--- src/rtl/prime6k_pkg.sv ---
package prime6k_pkg;

    typedef enum logic [1:0] {
        ST_IDLE,
        ST_SCREEN,
        ST_TRIAL
    } tst_state_e;

    typedef enum logic [1:0] {
        SCR_PRIME,
        SCR_COMPOSITE,
        SCR_TRIAL
    } screen_verdict_e;

    typedef struct packed {
        logic done;
        logic is_prime;
    } step_verdict_t;

endpackage

--- src/rtl/prime_screen.sv ---
module prime_screen
    import prime6k_pkg::*;
#(
    parameter int OP_W = 8
) (
    input  logic [OP_W-1:0] value,
    output screen_verdict_e verdict
);
    localparam logic [OP_W-1:0] C_ZERO  = '0;
    localparam logic [OP_W-1:0] C_TWO   = OP_W'(2);
    localparam logic [OP_W-1:0] C_THREE = OP_W'(3);
    localparam logic [OP_W-1:0] C_FOUR  = OP_W'(4);

    always_comb begin
        if (value < C_FOUR) begin
            // 0 and 1 are taken as prime by convention; 2 and 3 are prime
            verdict = SCR_PRIME;
        end else if ((value % C_TWO) == C_ZERO || (value % C_THREE) == C_ZERO) begin
            verdict = SCR_COMPOSITE;
        end else begin
            verdict = SCR_TRIAL;
        end
    end
endmodule

--- src/rtl/prime_trial_step.sv ---
module prime_trial_step
    import prime6k_pkg::*;
#(
    parameter int OP_W = 8,
    parameter int D_W  = OP_W + 3
) (
    input  logic [OP_W-1:0] value,
    input  logic [D_W-1:0]  div,
    output step_verdict_t   verdict
);
    localparam logic [D_W-1:0] C_ZERO = '0;
    localparam logic [D_W-1:0] C_ONE  = D_W'(1);
    localparam logic [D_W-1:0] C_TWO  = D_W'(2);

    logic [D_W-1:0] val_ext;
    logic [D_W-1:0] safe_div;
    logic [D_W-1:0] quot;
    logic [D_W-1:0] rem_lo;
    logic [D_W-1:0] rem_hi;

    assign val_ext  = D_W'(value);
    // divisor is always at least 5 in use; guard keeps the operators defined
    assign safe_div = (div == C_ZERO) ? C_ONE : div;
    assign quot     = val_ext / safe_div;
    assign rem_lo   = val_ext % safe_div;
    assign rem_hi   = val_ext % (safe_div + C_TWO);

    always_comb begin
        if (safe_div > quot) begin
            verdict = '{done: 1'b1, is_prime: 1'b1};
        end else if (rem_lo == C_ZERO || rem_hi == C_ZERO) begin
            verdict = '{done: 1'b1, is_prime: 1'b0};
        end else begin
            verdict = '{done: 1'b0, is_prime: 1'b0};
        end
    end
endmodule

--- src/rtl/prime_6k_tester.sv ---
module prime_6k_tester
    import prime6k_pkg::*;
#(
    parameter int OP_W = 8
) (
    input  logic            clk,
    input  logic            rst,
    input  logic            start,
    input  logic [OP_W-1:0] operand,
    output logic            ready,
    output logic            prime
);
    localparam int D_W = OP_W + 3;
    localparam logic [D_W-1:0]  C_SIX   = D_W'(6);
    localparam logic [D_W-1:0]  C_ONE   = D_W'(1);
    localparam logic [OP_W-1:0] IDX_ONE = OP_W'(1);

    tst_state_e      state_q;
    logic [OP_W-1:0] opnd_q;
    logic [OP_W-1:0] idx_q;
    logic [D_W-1:0]  div_w;
    logic            busy_w;
    screen_verdict_e scr_w;
    step_verdict_t   step_w;

    assign div_w  = (C_SIX * D_W'(idx_q)) - C_ONE;
    assign busy_w = (state_q != ST_IDLE);

    prime_screen #(.OP_W(OP_W)) u_screen (
        .value   (opnd_q),
        .verdict (scr_w)
    );

    prime_trial_step #(.OP_W(OP_W), .D_W(D_W)) u_step (
        .value   (opnd_q),
        .div     (div_w),
        .verdict (step_w)
    );

    always_ff @(posedge clk) begin
        if (rst) begin
            state_q <= ST_IDLE;
            opnd_q  <= '0;
            idx_q   <= IDX_ONE;
            ready   <= 1'b0;
            prime   <= 1'b0;
        end else begin
            ready <= 1'b0;
            case (state_q)
                ST_IDLE: begin
                    if (start) begin
                        opnd_q  <= operand;
                        prime   <= 1'b0;
                        state_q <= ST_SCREEN;
                    end
                end
                ST_SCREEN: begin
                    case (scr_w)
                        SCR_PRIME: begin
                            ready   <= 1'b1;
                            prime   <= 1'b1;
                            state_q <= ST_IDLE;
                        end
                        SCR_COMPOSITE: begin
                            ready   <= 1'b1;
                            prime   <= 1'b0;
                            state_q <= ST_IDLE;
                        end
                        default: begin
                            idx_q   <= IDX_ONE;
                            state_q <= ST_TRIAL;
                        end
                    endcase
                end
                ST_TRIAL: begin
                    if (step_w.done) begin
                        ready   <= 1'b1;
                        prime   <= step_w.is_prime;
                        state_q <= ST_IDLE;
                    end else begin
                        idx_q <= idx_q + IDX_ONE;
                    end
                end
                default: state_q <= ST_IDLE;
            endcase
        end
    end
endmodule

--- config.mk ---
export PLATFORM = sky130hd
export DESIGN_NAME = prime_6k_tester
export DESIGN_NICKNAME = d
export VERILOG_FILES = /design/src/rtl/prime6k_pkg.sv /design/src/rtl/prime_screen.sv /design/src/rtl/prime_trial_step.sv /design/src/rtl/prime_6k_tester.sv
export SDC_FILE = /design/constraint.sdc
export NUM_CORES = 1
export LEC_CHECK = 0
export ABC_AREA = 1
export CAP_MARGIN = 20
export CORE_MARGIN = 2
export CORE_UTILIZATION = 60
export CTS_CLUSTER_SIZE = 8
export DETAILED_ROUTE_END_ITERATION = 10
export PLACE_DENSITY = 0.87
export SETUP_SLACK_MARGIN = 0.02
export SLEW_MARGIN = 20
export SYNTH_ARGS = -nofsm -noshare
export SYNTH_HDL_FRONTEND = slang
export SYNTH_SLANG_ARGS = --single-unit
export TNS_END_PERCENT = 50
--- constraint.sdc ---
create_clock -name clk -period 39.6 [get_ports clk]
set_input_delay 3.96 -clock clk [delete_from_list [all_inputs] [get_ports clk]]
set_output_delay 3.96 -clock clk [all_outputs]
set_load 0.005 [all_outputs]
==> results of run 1 <==
final timing paths:
path | startpoint | to | slack [ns] | depth (start not counted)
setup / recovery | idx_q[0] | idx_q[2] | 21.37 | 133
hold / removal | state_q[0] | state_q[0] | 0.48 | 2
setup reg to reg | idx_q[0] | idx_q[2] | 21.37 | 133
hold reg to reg | state_q[0] | state_q[0] | 0.48 | 2
registers in the layout, summed over array words and instances, names as in the netlist:
name	count
state_q	2
ready	1
idx_q	8
opnd_q	8
prime	1
layout make-up:
cell class	count	area [µm²]	share of cell area, %
inverter	193	735.7	8.951
timing repair buffer	14	135.1	1.644
sequential	20	400.4	4.871
clock buffer	4	88.84	1.081
tap	172	215.2	2.618
multi-input combinational	1097	6644	80.83
cell usage after synthesis (all sizes together):
library cell  number
nor2              98
nor4               4
nand4             31
xor2              42
clkinv             2
o21ai             50
nand3            126
a21oi             90
o311ai             1
nand2            413
or2               27
inv              191
a21o               8
fa                 5
o221ai             1
or3                3
clkbuf             5
nor3               6
o211ai             3
a21boi             2
nor3b              1
o21a               8
a31oi              1
nand3b             8
a211o              1
conb               1
o22ai              1
o21bai             5
a211oi             1
and2               7
o31ai              1
dfxtp             20
ha               124
xnor2             27
buf               14
metrics by stage:
| step | cell area [µm²] | setup WS [ns] |
|---|---|---|
| floorplan | 7888 | 24.90 |
| global placement | 8130 | 22.57 |
| detailed placement | 8130 | 21.90 |
| CTS | 8219 | 21.81 |
| global route | 8219 | 19.44 |
| finish | 8219 | 21.37 |
worst max-delay path, delay by kind of cell (launching register included):
kind	cells	cell delay (ns)
compound gates	17	3.07
flops	1	0.31
buf+inv	16	1.92
fa+ha+maj	8	2.54
xor+xnor	3	1.50
simple gates	89	8.73
cells by family after synthesis:
logic type / after synthesis / share of synthesized area, %
simple gates: 724 / 43.18
compound gates: 173 / 12.28
fa+ha+maj: 129 / 20.95
buf+inv: 212 / 10.70
other cells: 1 / 0.04757
xor+xnor: 69 / 7.761
flops: 20 / 5.079
cells in the final DEF, fill, tap and decap left out, types with 27 or more instances in the layout:
master	synthesis	layout
inv_1	178	178
xor2_1	41	41
nand4_1	29	29
a21oi_1	89	89
ha_1	124	124
xnor2_1	27	27
nand3_1	111	111
nand2_1	383	383
o21ai_0	42	42
nor2_1	85	85
layer usage:
metal  up-vias  GRT usage, %
li1       4343             -
met1      3719         38.37
met2       341         48.13
met3        46         2.268
met4         0         7.961
met5         -             0
==> impl_metrics.tcl, run 1 <==
set metrics [dict create \
    dieArea_um2 14070 \
    finalSetupTns_ns 0 \
    ant_nets 0 \
    diodes 0 \
    start_kind "flip-flop" \
    clk_pin_slew_ns 0.05 \
    finalHoldViolations 0 \
    cts_hold_buffers 0 \
    nNetsFinal 1469 \
    synthesis.area_um2 7884 \
    top_layer_used "met4" \
    grt_setup_unrepaired "no" \
    synth_top_area_share_pct 19.68 \
    fill_cells 1197 \
    initial_core_util_pct 61.97 \
    die_h_um 118.6 \
    status "completed" \
    cts_sinks 20 \
    relSlewSlack_pct 21.48 \
    cp.required_ns 39.78 \
    cts_setup_buffers 0 \
    crit_path_top_delay_cell "xnor2_1" \
    fin_hold_ws_ns 0.4809 \
    crit_fanout 20 \
    final_cells 1500 \
    port_buffers 12 \
    cts_buffers 3 \
    fmax_ghz 0.05484 \
    synthDistinctLibCells 52 \
    skew_ns 0.001048 \
    cts_tree "built" \
    die_x_um 118.6 \
    drc_errors 0 \
    root_buffer "clkbuf_16" \
    cpMostUsedCell "nand2_1" \
    dp_hpwl_um 16460 \
    period_share_pct 46.05 \
    drv_slew 0 \
    grt_pass1_vias 7651 \
    dr_wl_met2_um 9215 \
    drive_gt1_share_pct 8.509 \
    critPathMaxStageDelay_ns 0.84 \
    report.final.setup_viol 0 \
    h-tree-depth 1 \
    drtIter0Drc 812 \
    hold_class "reg2reg" \
    synth_area_leaders "ha_1, nand2_1, inv_1" \
    worstSetupPathType "reg2reg" \
    vias_per_cell 5.633 \
    grt_pass1_wl_um 34110 \
    period_minus_slack_ns 18.23 \
    grt_antenna_before_repair 0 \
    track_usage_pct 28.37 \
    endpoint_kind "flip-flop" \
    overflow 0 \
    synth.avg_cell_area_um2 5.937 \
    num_rows 41 \
    ios 13 \
    cap_violations 0 \
    fin_util_pct 64.60 \
    wl_met1_um 9119 \
    core-area_um2 12720 \
    ctsResizeCount 0 \
    arrival_ns 18.41 \
    area_delta_synth_final_pct 4.253 \
    avgRoutedWirePerCell_um 13.60 \
    synth-seq-cells 20 \
    yosysTopAreaCell "ha_1" \
    place_inst 1496 \
    cts_buffer_depth 2 \
    dr_wl_met3_um 1633 \
    worst_pin_slew_ns 1.174 \
    netlist_instances 1328 \
    clk_latency_ns 0.25 \
    grt_max_degree 21 \
    yosysSeqAreaShare_pct 5.079 \
    wl_um 20400 \
    yosys_warnings 0 \
    drtPass1Iterations 6 \
    vias 8449 \
    gp_congestion 1.021 \
]
Power of run 1 is left out: the tool's default activity adds up to more than one toggle a clock period on the data nets, which glitch-free logic cannot reach.
==> run 2: changes to the inputs <==
==> constraint.sdc (replaced) <==
create_clock -name clk -period 19 [get_ports clk]
set_input_delay 1.9 -clock clk [delete_from_list [all_inputs] [get_ports clk]]
set_output_delay 1.9 -clock clk [all_outputs]
set_load 0.005 [all_outputs]
==> impl_metrics.tcl, run 2 (same netlist as run 1, synthesis figures left out) <==
set metrics [dict create \
    avgRoutedWirePerCell_um 13.59 \
    cts_buffers 3 \
    worstSetupPathType "reg2reg" \
    track_usage_pct 28.38 \
    mostFrequentLayoutCells "nand2_1, inv_1, ha_1, nand3_1, a21oi_1" \
    cts_tree "built" \
    dp_hpwl_um 16460 \
    grt_pass1_vias 7614 \
    cp_num_buf_inv 19 \
    port_buffers 12 \
    arrival_ns 17.24 \
    root_buffer "clkbuf_16" \
    endpoint_kind "flip-flop" \
    num_rows 41 \
    clk_latency_ns 0.25 \
    period_share_pct 89.83 \
    finalSetupTns_ns 0 \
    report.final.setup_viol 0 \
    cpMostUsedCell "nand2_1" \
    crit_family "simple AND/OR/NAND/NOR gates" \
    drtIter0Drc 740 \
    cts_setup_buffers 0 \
    overflow 0 \
    worst_pin_slew_ns 0.7438 \
    grt_setup_unrepaired "no" \
    drive_gt1_share_pct 9.173 \
    critPathMaxStageDelay_ns 0.43 \
    start_kind "flip-flop" \
    diodes 0 \
    layout_commonest_cell "nand2_1" \
    h-tree-depth 1 \
    cp.required_ns 19.18 \
    dpl_cell_area_um2 8145 \
    core-area_um2 12720 \
    die_h_um 118.6 \
    gp_congestion 1.048 \
    period_minus_slack_ns 17.07 \
    finalHoldViolations 0 \
    relSlewSlack_pct 49.96 \
    cts_hold_buffers 0 \
    multi_input_area_um2 6693 \
    status "completed" \
    skew_ns 0.001517 \
    crit_path_top_delay_cell "dfxtp_1" \
    seqCellArea_um2 400.4 \
    clk_pin_slew_ns 0.05 \
    vias_per_cell 5.581 \
    cts_buffer_depth 2 \
    final_area_um2 8287 \
    hold_class "reg2reg" \
    nNetsFinal 1471 \
    grt_max_degree 19 \
    dieArea_um2 14070 \
    crit_fanout 16 \
    drv_slew 0 \
    grt_pass1_wl_um 34290 \
    wl_um 20410 \
    timing.final.ws_setup_ns 1.933 \
    area_delta_synth_final_pct 5.110 \
    fill_cells 1177 \
    reg.largest.list "idx_q: 8 flops, opnd_q: 8 flops, state_q: 2 flops" \
    drtPass1Iterations 6 \
    ant_nets 0 \
    initial_core_util_pct 61.97 \
    vias 8382 \
    cap_violations 0 \
    place_worst_setup_slack_ns 1.501 \
    fmax_ghz 0.05859 \
    cts_sinks 20 \
    grt_antenna_before_repair 0 \
    ios 13 \
    die_x_um 118.6 \
    drc_errors 0 \
]
## run 2: per-layer routing
layer	GRT usage, %	vias to the layer above	share of wire, %
met3	1.786	36	5.8
met5	0	-	0
met2	49.28	264	47
li1	-	4322	-
met4	6.250	0	1.5
met1	38.44	3760	46
## run 2: final timing paths
kind / from / slack (ns) / endpoint / cells after the start
setup / recovery: idx_q[0] / 1.93 / idx_q[7] / 137
hold / removal: state_q[0] / 0.49 / state_q[0] / 2
setup reg to reg: idx_q[0] / 1.93 / idx_q[7] / 137
hold reg to reg: state_q[0] / 0.49 / state_q[0] / 2
## run 2: final cells by class
class	count	area share, %
Multi-Input combinational cell	1097	80.76
Inverter	193	8.878
Sequential cell	20	4.832
Tap cell	172	2.597
Timing Repair Buffer	16	1.857
Clock buffer	4	1.072
## run 2: metrics by stage
stage	hold WS, ns	cells	utilization (%)
6_report	0.4860	1502	65.14
5_1_grt	0.5233	1502	65.14
4_1_cts	0.4917	1502	64.72
3_5_place_dp	0.4789	1498	64.02
3_3_place_gp	0.4752	1498	64.02
2_1_floorplan	0.4555	1329	-
## run 2: timing repair
item                                    CTS  global route
resized for setup                         0            12
endpoints found under the hold margin     0             0
endpoints found under the setup margin    0            12
## run 2: worst min-delay path: cells and delay by family, from the launching register on
kind	cells	cell delay [ns]
AOI/OAI and AO/OA	1	0.05
DFF	1	0.32
and+or+nand+nor	1	0.06
Power of run 2 is left out for the same reason.
